### config.mk
export PLATFORM = sky130hd
export DESIGN_NAME = dac_dbuf_bank
export DESIGN_NICKNAME = d
export VERILOG_FILES = /design/src/rtl/dac_dbuf_pkg.sv /design/src/rtl/dac_sync_edge.sv /design/src/rtl/dac_clr_code.sv /design/src/rtl/dac_channel.sv /design/src/rtl/dac_dbuf_bank.sv
export SDC_FILE = /design/constraint.sdc
export NUM_CORES = 1
export LEC_CHECK = 0
export CORE_MARGIN = 3
export CORE_UTILIZATION = 40
export CTS_CLUSTER_DIAMETER = 80
export CTS_CLUSTER_SIZE = 14
export DETAILED_ROUTE_END_ITERATION = 10
export DONT_BUFFER_PORTS = 1
export PLACE_DENSITY = 0.52
export SLEW_MARGIN = 20
export SYNTH_ARGS = -nofsm -noshare
export SYNTH_HDL_FRONTEND = slang
export SYNTH_HIERARCHICAL = 1
export SYNTH_SLANG_ARGS = --single-unit
### constraint.sdc
create_clock -name clk -period 2.1 [get_ports clk]
set_clock_uncertainty 0.15 [all_clocks]
set_input_delay 0.42 -clock clk [delete_from_list [all_inputs] [get_ports clk]]
set_output_delay 0.42 -clock clk [all_outputs]
set_load 0.005 [all_outputs]
### src/rtl/dac_dbuf_pkg.sv
`timescale 1ns/1ps
package dac_dbuf_pkg;
   typedef enum logic [1:0] {
      CLR_ZERO  = 2'b00,
      CLR_MID   = 2'b01,
      CLR_FULL  = 2'b10,
      CLR_FULL2 = 2'b11
   } clr_sel_e;

   typedef enum logic {
      EDGE_RISE = 1'b0,
      EDGE_FALL = 1'b1
   } edge_kind_e;
endpackage

### src/rtl/dac_sync_edge.sv
`timescale 1ns/1ps
module dac_sync_edge
   import dac_dbuf_pkg::*;
#(
   parameter int         STAGES  = 2,
   parameter logic       RST_VAL = 1'b1,
   parameter edge_kind_e EDGE    = EDGE_RISE
) (
   input  logic clk,
   input  logic rst_n,
   input  logic async_in,
   output logic level_o,
   output logic edge_o
);
   localparam int MSB = STAGES - 1;

   if (STAGES < 2) begin : g_bad_stages
      $error("dac_sync_edge: STAGES must be at least 2");
   end

   logic [MSB:0] chain_q;
   logic         last_q;

   always_ff @(posedge clk or negedge rst_n) begin
      if (!rst_n) begin
         chain_q <= {STAGES{RST_VAL}};
         last_q  <= RST_VAL;
      end else begin
         chain_q <= {chain_q[MSB-1:0], async_in};
         last_q  <= chain_q[MSB];
      end
   end

   assign level_o = chain_q[MSB];

   if (EDGE == EDGE_RISE) begin : g_rise
      assign edge_o = chain_q[MSB] & ~last_q;
   end else begin : g_fall
      assign edge_o = ~chain_q[MSB] & last_q;
   end


   edge_single_cycle_chk: assert property (@(posedge clk) disable iff (!rst_n)
      edge_o |=> !edge_o);
endmodule

### src/rtl/dac_clr_code.sv
`timescale 1ns/1ps
module dac_clr_code
   import dac_dbuf_pkg::*;
#(
   parameter int DATA_W   = 16,
   parameter int RES_BITS = 16
) (
   input  logic              clk,
   input  logic              rst_n,
   input  logic              sel_we,
   input  logic [1:0]        sel_in,
   output logic [DATA_W-1:0] code_o
);
   localparam int              PAD       = DATA_W - RES_BITS;
   localparam logic [DATA_W-1:0] LSB_MASK  = (DATA_W'(1) << PAD) - DATA_W'(1);
   localparam logic [DATA_W-1:0] FULL_CODE = ~LSB_MASK;
   localparam logic [DATA_W-1:0] MID_CODE  = DATA_W'(1) << (DATA_W - 1);

   clr_sel_e sel_q;

   always_ff @(posedge clk or negedge rst_n) begin
      if (!rst_n)      sel_q <= CLR_ZERO;
      else if (sel_we) sel_q <= clr_sel_e'(sel_in);
   end

   always_comb begin
      unique case (sel_q)
         CLR_ZERO:  code_o = '0;
         CLR_MID:   code_o = MID_CODE;
         default:   code_o = FULL_CODE;
      endcase
   end


   sel_hold_chk: assert property (@(posedge clk) disable iff (!rst_n)
      !sel_we |=> $stable(sel_q));
endmodule

### src/rtl/dac_channel.sv
`timescale 1ns/1ps
module dac_channel #(
   parameter int DATA_W = 16
) (
   input  logic              clk,
   input  logic              rst_n,
   input  logic              wr_hit,
   input  logic [DATA_W-1:0] wr_data,
   input  logic              xfer_en,
   input  logic              clr_pulse,
   input  logic [DATA_W-1:0] clr_code,
   output logic [DATA_W-1:0] dac_o
);
   logic [DATA_W-1:0] stage_q;
   logic [DATA_W-1:0] dac_q;
   logic              fresh_q;
   logic              move;

   assign move = fresh_q & xfer_en;

   always_ff @(posedge clk or negedge rst_n) begin
      if (!rst_n) begin
         stage_q <= '0;
         dac_q   <= '0;
         fresh_q <= 1'b0;
      end else if (clr_pulse) begin
         stage_q <= clr_code;
         dac_q   <= clr_code;
         fresh_q <= 1'b0;
      end else begin
         if (move) dac_q <= stage_q;
         if (wr_hit) begin
            stage_q <= wr_data;
            fresh_q <= 1'b1;
         end else if (move) begin
            fresh_q <= 1'b0;
         end
      end
   end

   assign dac_o = dac_q;


   write_marks_fresh_chk: assert property (@(posedge clk) disable iff (!rst_n)
      wr_hit && !clr_pulse |=> fresh_q);

   move_copies_stage_chk: assert property (@(posedge clk) disable iff (!rst_n)
      move && !clr_pulse |=> dac_q == $past(stage_q));

   clear_both_ranks_chk: assert property (@(posedge clk) disable iff (!rst_n)
      clr_pulse |=> dac_q == stage_q && !fresh_q);

   dac_hold_chk: assert property (@(posedge clk) disable iff (!rst_n)
      !xfer_en && !clr_pulse |=> $stable(dac_q));

   clear_wins_chk: assert property (@(posedge clk) disable iff (!rst_n)
      clr_pulse && wr_hit |=> !fresh_q);
endmodule

### src/rtl/dac_dbuf_bank.sv
`timescale 1ns/1ps
module dac_dbuf_bank
   import dac_dbuf_pkg::*;
#(
   parameter int NUM_CH      = 8,
   parameter int DATA_W      = 16,
   parameter int RES_BITS    = 16,
   parameter int SYNC_STAGES = 2,
   parameter int LOW_HOLD    = 16,
   localparam int CH_W       = (NUM_CH > 1) ? $clog2(NUM_CH) : 1
) (
   input  logic                     clk,
   input  logic                     rst_n,
   input  logic                     wr_en,
   input  logic [CH_W-1:0]          wr_ch,
   input  logic [DATA_W-1:0]        wr_data,
   input  logic                     clr_sel_we,
   input  logic [1:0]               clr_sel,
   input  logic                     load_n,
   input  logic                     clear_n,
   output logic [NUM_CH*DATA_W-1:0] dac_out
);
   localparam int PAD    = DATA_W - RES_BITS;
   localparam int HOLD_W = $clog2(LOW_HOLD + 1);

   if (NUM_CH < 1) begin : g_bad_ch
      $error("dac_dbuf_bank: NUM_CH must be at least 1");
   end
   if (RES_BITS < 1 || RES_BITS > DATA_W) begin : g_bad_res
      $error("dac_dbuf_bank: RES_BITS must lie in 1..DATA_W");
   end
   if (DATA_W < 2) begin : g_bad_w
      $error("dac_dbuf_bank: DATA_W must be at least 2");
   end
   if (LOW_HOLD < 1) begin : g_bad_hold
      $error("dac_dbuf_bank: LOW_HOLD must be at least 1");
   end

   logic              ld_lvl, ld_rise;
   logic              cl_lvl, cl_fall;
   logic [DATA_W-1:0] clr_code;
   logic [DATA_W-1:0] wr_aligned;
   logic [HOLD_W-1:0] hold_cnt;
   logic              tied_low;
   logic              xfer_en;

   dac_sync_edge #(.STAGES(SYNC_STAGES), .RST_VAL(1'b1), .EDGE(EDGE_RISE)) u_load_sync (
      .clk(clk), .rst_n(rst_n), .async_in(load_n), .level_o(ld_lvl), .edge_o(ld_rise)
   );

   dac_sync_edge #(.STAGES(SYNC_STAGES), .RST_VAL(1'b1), .EDGE(EDGE_FALL)) u_clear_sync (
      .clk(clk), .rst_n(rst_n), .async_in(clear_n), .level_o(cl_lvl), .edge_o(cl_fall)
   );

   dac_clr_code #(.DATA_W(DATA_W), .RES_BITS(RES_BITS)) u_clr_code (
      .clk(clk), .rst_n(rst_n), .sel_we(clr_sel_we), .sel_in(clr_sel), .code_o(clr_code)
   );

   if (PAD == 0) begin : g_full_res
      assign wr_aligned = wr_data;
   end else begin : g_part_res
      assign wr_aligned = {wr_data[DATA_W-1:PAD], {PAD{1'b0}}};
   end

   always_ff @(posedge clk or negedge rst_n) begin
      if (!rst_n)        hold_cnt <= '0;
      else if (ld_lvl)   hold_cnt <= '0;
      else if (!tied_low) hold_cnt <= hold_cnt + HOLD_W'(1);
   end

   assign tied_low = (hold_cnt == HOLD_W'(LOW_HOLD));
   assign xfer_en  = cl_lvl & (ld_rise | (tied_low & ~ld_lvl));

   for (genvar i = 0; i < NUM_CH; i++) begin : g_ch
      logic hit;
      assign hit = wr_en && (wr_ch == CH_W'(i));
      dac_channel #(.DATA_W(DATA_W)) u_ch (
         .clk(clk), .rst_n(rst_n), .wr_hit(hit), .wr_data(wr_aligned),
         .xfer_en(xfer_en), .clr_pulse(cl_fall), .clr_code(clr_code),
         .dac_o(dac_out[i*DATA_W +: DATA_W])
      );
   end


   through_mode_exit_chk: assert property (@(posedge clk) disable iff (!rst_n)
      tied_low && ld_lvl |=> !tied_low);

   clear_blocks_load_chk: assert property (@(posedge clk) disable iff (!rst_n)
      !cl_lvl && !cl_fall |=> $stable(dac_out));

   idle_outputs_chk: assert property (@(posedge clk) disable iff (!rst_n)
      ld_lvl && !ld_rise && !cl_fall |=> $stable(dac_out));
endmodule

# After elaboration in Yosys (flattened, before gate mapping)
# Cells that the tools add are included.
dict set report classes {
  addsub 1
  mul 0
  div_mod_pow 0
  magnitude_cmp 0
  eq_ne 10
  shift 0
  mux 59
  n_bitwise 16
  n_reduce_logical 34
}
# op n
set op_table {}
lappend op_table {{16-bit 2-to-1 mux} 32}
lappend op_table {{16-bit case mux with 2 select lines} 1}
lappend op_table {{2-bit nonzero test} 16}
lappend op_table {{1-bit 2-to-1 mux} 24}
lappend op_table {{3-bit nonzero test} 8}
lappend op_table {{1-bit AND} 12}
lappend op_table {{3-bit == test (second input constant)} 4}
lappend op_table {{5-bit 2-to-1 mux} 2}
lappend op_table {{1-bit logical AND} 8}
lappend op_table {{3-bit by 2-bit == test with 1-bit output (second input constant)} 2}
lappend op_table {{5-bit by 1-bit adder with 5-bit output (second input constant)} 1}
lappend op_table {{5-bit == test (second input constant)} 1}
lappend op_table {{3-bit by 1-bit == test with 1-bit output (second input constant)} 1}
lappend op_table {{3-bit zero test} 1}
lappend op_table {{1-bit NOT} 3}
lappend op_table {{2-bit by 1-bit == test with 1-bit output (second input constant)} 1}
lappend op_table {{2-bit zero test} 1}
lappend op_table {{2-bit by 1-bit != test with 1-bit output (second input constant)} 1}
lappend op_table {{1-bit bitwise OR} 1}
dict set report totals {
  register_bits 277
  latch_bits 0
  mem_bits_rw 0
  rom_bits 0
  input_bits 27
  output_inout_bits 128
  word_cells 150
  memories 0
}

# Depth between registers and ports, before layout
# Gate-level depths: netlist (run 1).
dict set report logic_depth {
  ltp_word 8
  mapped_depth 8
  depth_no_buf 6
}

# By module
# The synthesis (run 1) kept the hierarchy.
# module instances cells_per_inst area_per_inst_um2
set modules_own_cells {}
lappend modules_own_cells {dac_channel 8 131 1681.6}
lappend modules_own_cells {dac_dbuf_bank 1 43 385.4}
lappend modules_own_cells {dac_clr_code 1 20 187.7}
lappend modules_own_cells {dac_sync_edge 2 4 92.6}

# Worst setup path after synthesis (run 1)
# No wires, ideal clock.
dict set report synth_path {
  kind {reg2reg}
  startpoint {register hold_cnt[0]}
  endpoint {register g_ch[0].u_ch.dac_q[10]}
  setup_time_ps 126
  arrival_time_ps 1794
  required_time_ps 1824
  slack_ps 30
  stages_incl_launch_ff 9
  path_buffers 2
  path_cell_list {dfrtp_1 > inv_1 > ha_1 > and4bb_4 > a22o_1 > buf_4 > nand2_2 > buf_2 > o311a_1}
}
dict set report synth_via {
  elab_chain_len 6
}
# item line
set synth_rtl {}
lappend synth_rtl {{from (decl)} dac_dbuf_bank.sv:43} ;# logic [HOLD_W-1:0] hold_cnt;
lappend synth_rtl {{from (signal assigned)} dac_dbuf_bank.sv:68} ;# else if (!tied_low) hold_cnt <= hold_cnt + HOLD_W'(1);
lappend synth_rtl {{5-bit == test} dac_dbuf_bank.sv:71} ;# assign tied_low = (hold_cnt == HOLD_W'(LOW_HOLD));
lappend synth_rtl {{1-bit AND} dac_dbuf_bank.sv:72} ;# assign xfer_en = cl_lvl & (ld_rise | (tied_low & ~ld_lvl));
lappend synth_rtl {{1-bit bitwise OR} dac_dbuf_bank.sv:72}
lappend synth_rtl {{1-bit AND} dac_dbuf_bank.sv:72}
lappend synth_rtl {{via xfer_en} dac_dbuf_bank.sv:45} ;# logic xfer_en;
lappend synth_rtl {{1-bit AND} dac_channel.sv:19} ;# assign move = fresh_q & xfer_en;
lappend synth_rtl {{2-bit nonzero test (no line)} n/a}
lappend synth_rtl {{to (signal assigned)} dac_channel.sv:28} ;# dac_q <= clr_code;
lappend synth_rtl {{to (signal assigned)} dac_channel.sv:31} ;# if (move) dac_q <= stage_q;
lappend synth_rtl {{to (decl)} dac_channel.sv:15} ;# logic [DATA_W-1:0] dac_q;
# The timed path passes the listed nets, and every way through them passes these cells.
# A chain may end at the register's enable or synchronous reset.

# Final worst setup path (run 1)
dict set report layout_path {
  startpoint {register hold_cnt[1]}
  endpoint {register g_ch[2].u_ch.dac_q[1]}
}
dict set report layout_via {
  elab_chain_len 6
}
# item line
set layout_rtl {}
lappend layout_rtl {{5-bit == test} dac_dbuf_bank.sv:71}
lappend layout_rtl {{1-bit AND} dac_dbuf_bank.sv:72}
lappend layout_rtl {{1-bit bitwise OR} dac_dbuf_bank.sv:72}
lappend layout_rtl {{1-bit AND} dac_dbuf_bank.sv:72}
lappend layout_rtl {{via xfer_en} dac_dbuf_bank.sv:45}
lappend layout_rtl {{1-bit AND} dac_channel.sv:19}
lappend layout_rtl {{2-bit nonzero test (no line)} n/a}
lappend layout_rtl {{to (signal assigned)} dac_channel.sv:28}
lappend layout_rtl {{to (signal assigned)} dac_channel.sv:31}
lappend layout_rtl {{to (decl)} dac_channel.sv:15}
# The timed path passes the listed nets, and every way through them passes these cells.

==> results of run 1 <==
## area by class of cell
type / count / share of cell area
Antenna cell: 1 / 0.0001619
Clock buffer: 41 / 0.04225
Inverter: 10 / 0.002428
Multi-Input combinational cell: 704 / 0.4123
Sequential cell: 277 / 0.4492
Tap cell: 455 / 0.03683
Timing Repair Buffer: 72 / 0.05690
## state kept, by name (all words and copies together) (netlist names)
register and flops:
hold_cnt 5, g_ch.u_ch/stage_q 128, u_clear_sync/last_q 1, u_load_sync/last_q 1
u_load_sync/chain_q 2, g_ch.u_ch/dac_o 128, u_clr_code/sel_q 2, g_ch.u_ch/fresh_q 8
u_clear_sync/chain_q 2
## cells in the final DEF, fill, tap and decap left out, types with 21 or more instances in the layout
cell           count
a211o_1          128
buf_12            21
buf_4             23
clkbuf_16         23
dfrtp_1          270
dlygate4sd3_1     23
mux2_2            60
mux2_4            73
nand2b_1         141
o21a_1           128
o311a_1          128
## stage by stage
stage | cell area [µm²] | setup slack [ns]
floorplan | 14210 | 0.02989
global placement | 14530 | 0.04977
detailed placement | 14530 | 0.02478
CTS | 15410 | 0.007705
global route | 15460 | -0.09483
finish | 15460 | 0.03120
## where the power goes
| part | internal (mW) | switching, mW |
|---|---|---|
| clock | 2.09 | 1.99 |
| sequential | 6.17 | 0.677 |
| combinational | 1.47 | 0.954 |
## Yosys cell counts
library cell,n,area share
buf_6,9,0.0071
dfrtp_1,271,0.48
inv_1,10,0.0026
nor3_1,2,0.00070
and4bb_4,1,0.0011
or2_2,1,0.00044
buf_12,8,0.011
a22o_1,1,0.00062
a211o_1,128,0.079
o2bb2ai_1,1,0.00062
buf_2,56,0.020
o21a_1,128,0.068
nand2_2,8,0.0035
nand2b_1,141,0.062
nor2b_4,2,0.0019
mux2_4,73,0.077
a21oi_1,8,0.0028
ha_1,2,0.0018
clkbuf_1,9,0.0024
mux2_2,60,0.048
o311a_1,128,0.090
mux2i_1,1,0.00070
nand3_1,2,0.00070
and2b_1,4,0.0021
nor2_1,10,0.0026
or3b_1,1,0.00062
buf_4,46,0.024
dfstp_2,6,0.011
nand2_1,2,0.00053
## critical path, delay by kind of cell (launching register included)
kind | cells | cell delay (ns)
DFF | 1 | 0.38
adders and majority gates | 1 | 0.14
buffers and inverters | 2 | 0.25
AOI/OAI and AO/OA | 2 | 0.51
and+or+nand+nor | 2 | 0.49
## kinds of logic after synthesis
group | after synthesis
AO/OA/AOI/OAI | 394
flip-flops | 277
AND/OR/NAND/NOR | 174
buffers and inverters | 138
multiplexers | 134
adder cells (fa/ha/maj) | 2
## per-layer routing
| metal | vias up | global-route usage |
|---|---|---|
| met5 | - | 0 |
| met4 | 2 | 0.03564 |
| li1 | 4181 | - |
| met3 | 39 | 0.05426 |
| met2 | 169 | 0.3315 |
| met1 | 4632 | 0.2661 |
## final timing paths
| check | depth (start not counted) | to | slack (ns) | from |
|---|---|---|---|---|
| min in group clk | 4 | g_ch[4].u_ch/fresh_q | 0.08 | wr_ch[1] |
| worst min register to register | 0 | u_load_sync/chain_q[1] | 0.21 | u_load_sync/chain_q[0] |
| max in group asynchronous | 0 | g_ch[6].u_ch/dac_o[8] | 1.39 | rst_n |
| worst max register to register | 7 | g_ch[2].u_ch/dac_o[1] | 0.03 | hold_cnt[1] |
| worst max-delay path | 7 | g_ch[2].u_ch/dac_o[1] | 0.03 | hold_cnt[1] |
| worst min-delay path | 0 | g_ch[2].u_ch/dac_o[2] | -0.55 | rst_n |
## repair_timing
item	in CTS	in global routing
resized for setup	0	10
setup endpoints to repair	0	128
endpoints found under the hold margin	408	277
==> results.toml, run 1 <==
[outcome]
status = "finished, violations left"
violations = "hold timing"

[detailed_routing]
wl_per_cell_um = 24.78
drc = 0
routed-wl-met2_um = 18790
wl_um = 38660
drt-met1-wl_um = 16650
first_pass_iters = 4
first_iter_violations = 561
antenna_left = 0
met3_length_um = 2511
top_layer = "met5"
routed_via_density = 5.784
via_count = 9023

[cts]
clk_pin_slew_ns = 0.07
cts-root-buf = "clkbuf_16"
hold_buffers = 23
numCtsBuffers = 23
tritoncts = "built"
cts_sinks = 277
cts_htree_levels = 1
cts_buffer_depth = 3
cts_setup_buffers = 0
clkLatencyLatePin_ns = 0.53

[global_route]
grt.overflow.total = 0
antenna_found_initial = 5
grt_max_degree = 278
grt_pass1_wl_um = 59240
grt_pass1_vias = 9076
track_usage = 0.1996

[die]
start_util = 0.4084
io_pins = 155
die_w_um = 194.5
die_area_mm2 = 0.03783
die_h_um = 194.5
core.rowCount = 68
core_area_mm2 = 0.03480

[finish]
stdcell_count = 1560
ff_latch_area_mm2 = 0.006943
drive_above_1_share = 0.2120
synthToLayoutAreaGrowth_pct = 8.769
final_util = 0.4442
fillers = 3203
nNetsFinal = 1117
multi_input_area_mm2 = 0.006372

[yosys]
ys_seq_area_frac = 0.4883
synthSimpleGateAreaFrac = 0.07642
synth-compound-area-share = 0.2407
synth_xor_xnor_area_share = 0
yosysWarnings = 6
synth_cell_types = 29
syn_nets = 1148
synthMuxAreaShare = 0.1254
synth_area_mm2 = 0.01421
synth-adder-area-share = 0.001761
avgSynthCellArea_um2 = 12.70
syn_inst = 1119
synth_top_family_by_area = "compound AO/OA/AOI/OAI gates"
ys_seq_elements = 277

[place]
dp.final_hpwl_um = 22270
place.gp.congestion = 0.7169
placedCellCount = 1495
port_buffers = 0

[sta]
post-route-min-period_ns = 2.069
worst_pin_slew_ns = 1.184
setup_viol = 0
hold_slack_ns = -0.5475
rsz0062_at_grt = "true"
fmax_ghz = 0.4834
drv_slew = 0
fin_crit_sh = 0.9851
tns_ns = 0
hold_viol = 271
maxSlewHeadroom = 0.2107

[power_and_ir_drop]
powerDensity_mw_per_mm2 = 864.5
power_mw = 13.36
leakagePower_nw = 6.156
ir_worst_vdd_mv = 0.5846

[critical_path]
critPathKind = "reg2reg"
startpoint_type = "register"
cp-end-kind = "register"
worstPathArrival_ns = 2.32
crit_chain = "inv_1 -> ha_1 -> and4bb_4 -> a22o_4 -> buf_12 -> nand2_2 -> o311a_1"
slowest_stage = "dfrtp_1"
critPathMaxStageDelay_ns = 0.38
crit_required_ns = 2.35
cp_max_fo = 25

[worst_hold_path]
hold_path_class = "in2async"

[flow_run]
drv_cap = 0
Note: power is estimated with default switching activity, not from simulation.
==> inputs of run 2 (changes only) <==
--- a/config.mk
+++ b/config.mk
@@ -11,6 +11,7 @@
 export CTS_CLUSTER_SIZE = 14
 export DETAILED_ROUTE_END_ITERATION = 10
 export DONT_BUFFER_PORTS = 1
+export GPL_TIMING_DRIVEN = 0
 export PLACE_DENSITY = 0.52
 export SLEW_MARGIN = 20
 export SYNTH_ARGS = -nofsm -noshare
==> constraint.sdc (replaced) <==
create_clock -name clk -period 1.69 [get_ports clk]
set_clock_uncertainty 0.15 [all_clocks]
set_input_delay 0.338 -clock clk [delete_from_list [all_inputs] [get_ports clk]]
set_output_delay 0.338 -clock clk [all_outputs]
set_load 0.005 [all_outputs]
==> run 2 against run 1 <==
  * The run ends with hold timing, setup timing left
  * Register-to-register slack worse by 0.50 ns
  * Worst setup slack worse by 0.50 ns
  * Fmax decreased by 4.0%
  * Critical path depth grew 1
  * Via count grew 14%
  * Critical endpoint is now g_ch[1].u_ch/dac_o[5]
  * Highest routed layer unchanged
==> results.toml, run 2 (synthesized netlist as in run 1, its figures left out) <==
[sta]
post-route-min-period_ns = 2.155
setup_viol = 229
fmax_ghz = 0.4641
fin_crit_sh = 1.275
fin_ws_ns = -0.4645
hold_slack_ns = -0.6517
worst_pin_slew_ns = 1.083
maxSlewHeadroom = 0.2778
hold_viol = 277
drv_slew = 0
rsz0062_at_grt = "true"

[power_and_ir_drop]
ir_worst_vdd_mv = 0.6909
power_mw = 18.08
leakagePower_nw = 7.834
powerDensity_mw_per_mm2 = 965.5

[die]
core_area_mm2 = 0.03480
core.rowCount = 68
die_w_um = 194.5
io_pins = 155
start_util = 0.4084
die_area_mm2 = 0.03783
die_h_um = 194.5

[critical_path]
startpoint_type = "register"
cp-end-kind = "register"
reg2reg_from = "u_load_sync/chain_q[1]"
critPathKind = "reg2reg"
rrSetupSlack_ns = -0.46
cp_max_fo = 7
worstPathArrival_ns = 2.42
reg2reg_to = "g_ch[1].u_ch/dac_o[5]"
crit_required_ns = 1.96
reg2reg_depth = 8

[flow_run]
drv_cap = 0

[global_route]
grt_pass1_wl_um = 72640
antenna_found_initial = 5
grt.overflow.total = 0
grt_max_degree = 278
grt_pass1_vias = 10690
track_usage = 0.2539

[finish]
synthToLayoutAreaGrowth_pct = 31.76
ff_latch_area_mm2 = 0.006939
stdcell_count = 1745
multi_input_area_mm2 = 0.006817
final_common_cell = "dfrtp_1"
fillers = 2934
layout_common_cells = "dfrtp_1, o21a_1, a211o_1, o311a_1, nand2b_1"
drive_above_1_share = 0.3676
nNetsFinal = 1301

[outcome]
status = "finished, violations left"
violations = "hold timing, setup timing"

[cts]
hold_buffers = 22
numCtsBuffers = 24
cts_sinks = 277
clkLatencyLatePin_ns = 0.54
tritoncts = "built"
clk_pin_slew_ns = 0.07
cts-root-buf = "clkbuf_16"
cts_buffer_depth = 3
cts_htree_levels = 1

[detailed_routing]
wl_um = 50610
routed_via_density = 5.912
wl_per_cell_um = 29.00
via_count = 10320
first_pass_iters = 5
antenna_left = 0
drc = 0
first_iter_violations = 772

[worst_hold_path]
hold_path_class = "in2async"

[place]
dp.final_hpwl_um = 28360
place.gp.congestion = 0.7553
placedCellCount = 1575
port_buffers = 0
==> run 2: stage by stage <==
step | instance area [µm²] | setup slack, ns | TNS, ns | util
after CTS | 17620 | -0.4438 | -68.52 | 0.5063
after global placement | 14920 | -0.9570 | -213.04 | 0.4289
after floorplan | 14360 | -0.2856 | -31.12 | -
after global routing | 18710 | -0.5254 | -70.85 | 0.5376
final | 18720 | -0.4645 | -58.46 | 0.5381
after detailed placement | 14950 | -0.6366 | -126.53 | 0.4297
==> run 2: per-layer routing <==
| metal | vias up | global-route usage | wire length (µm) |
|---|---|---|---|
| li1 | 4581 | - | - |
| met1 | 5413 | 0.3476 | 21980 |
| met2 | 256 | 0.4004 | 23670 |
| met3 | 63 | 0.07384 | 3703 |
| met4 | 4 | 0.05931 | 1221 |
| met5 | - | 0.001277 | 27 |
==> run 2: cell type report <==
| cell class | count | share of cell area |
|---|---|---|
| clock buffer | 34 | 0.03522 |
| multi-input combinational | 704 | 0.3640 |
| sequential | 277 | 0.3706 |
| clock inverter | 4 | 0.002606 |
| timing repair buffer | 127 | 0.1089 |
| antenna | 6 | 0.0008019 |
| inverter | 10 | 0.002005 |
| tap | 455 | 0.03040 |
| buffer | 128 | 0.08547 |
==> run 2: worst max-delay path by stage <==
stage                           startpoint                     end  slack, ns  depth (start not counted)
floorplan           u_load_sync/chain_q[1]  g_ch[0].u_ch/dac_o[14]      -0.29                          7
global placement       u_clr_code/sel_q[1]   g_ch[4].u_ch/dac_o[3]      -0.96                          4
detailed placement             hold_cnt[0]   g_ch[5].u_ch/dac_o[5]      -0.64                          8
CTS                 u_load_sync/chain_q[1]  g_ch[2].u_ch/dac_o[14]      -0.44                          8
global route                   hold_cnt[0]   g_ch[1].u_ch/dac_o[7]      -0.53                          9
finish              u_load_sync/chain_q[1]   g_ch[1].u_ch/dac_o[5]      -0.46                          8
==> run 2: what timing repair did <==
action                                  in CTS  in global routing
pin swaps                                   83                 20
endpoints found under the hold margin      409                277
setup buffers                               41                 30
resized for setup                          201                 98
gates cloned                                22                 22
endpoints found under the setup margin     264                264
==> run 2: worst max-delay path: stages (launching register included) <==
cell,delay [ns]
dfstp_2,0.54
buf_6,0.09
and2b_1,0.17
a22o_4,0.24
buf_12,0.16
buf_12,0.14
buf_4,0.13
a211o_1,0.27
o311a_1,0.13
==> run 2: power by group <==
part	switching (mW)	internal, mW
Sequential	0.856	7.67
Clock	2.58	2.85
Combinational	1.66	2.46
Total	5.09	13.0
==> inputs of run 3 (changes only) <==
--- a/config.mk
+++ b/config.mk
@@ -5,6 +5,7 @@
 export SDC_FILE = /design/constraint.sdc
 export NUM_CORES = 1
 export LEC_CHECK = 0
+export ABC_AREA = 1
 export CORE_MARGIN = 3
 export CORE_UTILIZATION = 40
 export CTS_CLUSTER_DIAMETER = 80
==> run 3 against run 2 <==
  * The flow still finishes with violations (hold timing, setup timing)
  * Utilization down 1.1 points
  * Via count rose by 15%
  * Worst setup slack improved by 0.23 ns
  * Routed wire length down 10%
  * Clock power is 9.2% lower
  * Combinational power down 13%
  * Synthesized cell count rose by 49%
  * Fmax rose by 12%
  * First-iteration DRC count rose by 16%
  * Largest cell class unchanged
==> results.toml, run 3 <==
[outcome]
status = "finished, violations left"
violations = "hold timing, setup timing"

[detailed_routing]
first_pass_iters = 6
wl_per_cell_um = 20.20
first_iter_violations = 897
antenna_left = 0
drc = 0
wl_um = 45490
routed_via_density = 5.279
via_count = 11890

[power_and_ir_drop]
power_mw = 17.16
leakagePower_nw = 9.070
ir_worst_vdd_mv = 0.6301
powerDensity_mw_per_mm2 = 988.7

[yosys]
synth_common_cells = "nand2_1, nand3_1, dfrtp_1"
postSynth.asyncResetShare = 1.000
ys_seq_elements = 277
yosysWarnings = 6
synth_top_area_cell = "dfrtp_1"
yosys-top-cells-area = "dfrtp_1, nand2_1, nand3_1"
synth-edff-count = 0
yosys.cell_count.top_type = "nand2_1"
synth_area_mm2 = 0.01351
syn_inst = 1669
synth_top_area_share = 0.5019
syn_nets = 1698
avgSynthCellArea_um2 = 8.096
synth_cell_types = 21
synth-main-ff-cell = "dfrtp_1"
ys_seq_area_frac = 0.5135

[critical_path]
cp-end-kind = "register"
reg2reg_to = "g_ch[0].u_ch/dac_o[10]"
crit_required_ns = 2.00
worstPathArrival_ns = 2.24
rrSetupSlack_ns = -0.23
cp_max_fo = 8
reg2reg_depth = 12
reg2reg_from = "hold_cnt[1]"
startpoint_type = "register"
critPathKind = "reg2reg"

[cts]
hold_buffers = 21
cts_htree_levels = 1
clk_pin_slew_ns = 0.07
cts_buffer_depth = 3
clkLatencyLatePin_ns = 0.52
cts_sinks = 277
tritoncts = "built"
cts-root-buf = "clkbuf_16"
numCtsBuffers = 23

[finish]
drive_above_1_share = 0.2688
multi_input_area_mm2 = 0.006586
fillers = 3108
layout_common_cells = "nand2_1, nand3_1, dfrtp_1"
stdcell_count = 2252
nNetsFinal = 1829
finalInstanceArea_mm2 = 0.01736
synthToLayoutAreaGrowth_pct = 28.44
final_common_cell = "nand2_1"
ff_latch_area_mm2 = 0.006939

[global_route]
grt.overflow.total = 0
antenna_found_initial = 3
track_usage = 0.2465
grt_pass1_wl_um = 69300
grt_max_degree = 278
grt_pass1_vias = 11660

[place]
port_buffers = 0
place.gp.congestion = 0.7855
place_area_mm2 = 0.01409
dp.final_hpwl_um = 27100
placedCellCount = 2111

[sta]
rsz0062_at_grt = "true"
fin_ws_ns = -0.2330
worst_pin_slew_ns = 0.9045
fmax_ghz = 0.5200
drv_slew = 0
fin_crit_sh = 1.138
hold_viol = 277
hold_slack_ns = -0.6463
setup_viol = 143
maxSlewHeadroom = 0.3950
tns_ns = -23.82
post-route-min-period_ns = 1.923

[die]
die_w_um = 189.8
io_pins = 155
die_area_mm2 = 0.03602
core_area_mm2 = 0.03295
start_util = 0.4101
die_h_um = 189.8
core.rowCount = 66

[flow_run]
drv_cap = 0

[worst_hold_path]
hold_path_class = "in2async"
[run 3: cell count changes after synthesis, moves of 128 or more]
cell and change:
nand2b_1 -141, nand3_1 +387, o311a_1 -128, nand2_1 +811, o21a_1 -128, a211o_1 -128
[run 3: power breakdown]
group	internal [mW]	leakage [nW]	switching, mW
clock	2.49	0.298	2.45
sequential	7.77	3.49	0.863
combinational	1.51	5.28	2.08
[run 3: routing by layer]
metal  share of wire  global-route usage
met2            0.47              0.4035
met1            0.43              0.3390
met3           0.060             0.03685
met4           0.031             0.07848
met5         0.00024                   0
[run 3: kinds of logic after synthesis]
group	share of synthesized area
AND/OR/NAND/NOR	0.4036
flip-flops	0.5135
buffers and inverters	0.08037
adder cells (fa/ha/maj)	0.001852
AO/OA/AOI/OAI	0.0006483
[run 3: layout make-up]
class | instances | share of cell area
Buffer | 106 | 0.06913
Timing Repair Buffer | 107 | 0.07548
Inverter | 23 | 0.008578
Clock inverter | 1 | 0.0002884
Multi-Input combinational cell | 1262 | 0.3795
Antenna cell | 2 | 0.0002884
Sequential cell | 277 | 0.3998
Tap cell | 442 | 0.03186
Clock buffer | 32 | 0.03511
[run 3: worst max path at each step]
stage	start	endpoint	slack, ns	cells past startpoint
3_5_place_dp	hold_cnt[0]	g_ch[2].u_ch/dac_o[9]	-0.91	10
2_1_floorplan	hold_cnt[0]	g_ch[1].u_ch/dac_o[10]	-0.18	10
4_1_cts	hold_cnt[0]	g_ch[0].u_ch/dac_o[6]	-0.23	12
6_report	hold_cnt[1]	g_ch[0].u_ch/dac_o[10]	-0.23	12
5_1_grt	hold_cnt[1]	g_ch[0].u_ch/dac_o[8]	-0.32	11
3_3_place_gp	hold_cnt[0]	g_ch[2].u_ch/dac_o[13]	-0.89	10
[run 3: through the flow]
step / hold slack (ns) / utilization / setup slack [ns]
floorplan: -0.1076 / - / -0.1790
global placement: -0.09895 / 0.4276 / -0.8878
detailed placement: -0.09785 / 0.4277 / -0.9064
CTS: -0.6666 / 0.5039 / -0.2275
global route: -0.6637 / 0.5268 / -0.3179
finish: -0.6463 / 0.5268 / -0.2330
[run 3: repair_timing]
item	CTS	global route
gates resized for setup	275	135
hold endpoints to repair	409	277
setup buffers	52	11
cloned	19	10
pin swaps	147	87
endpoints found under the setup margin	264	258
[run 3: worst max-delay path: stages (launching register included)]
cell	delay, ns
dfrtp_1	0.39
inv_2	0.08
ha_4	0.12
nand2_2	0.04
inv_2	0.07
nand3_4	0.07
a21oi_4	0.16
buf_12	0.26
nand2_8	0.11
nand2_8	0.10
buf_8	0.14
nand2_2	0.06
nand2_1	0.07
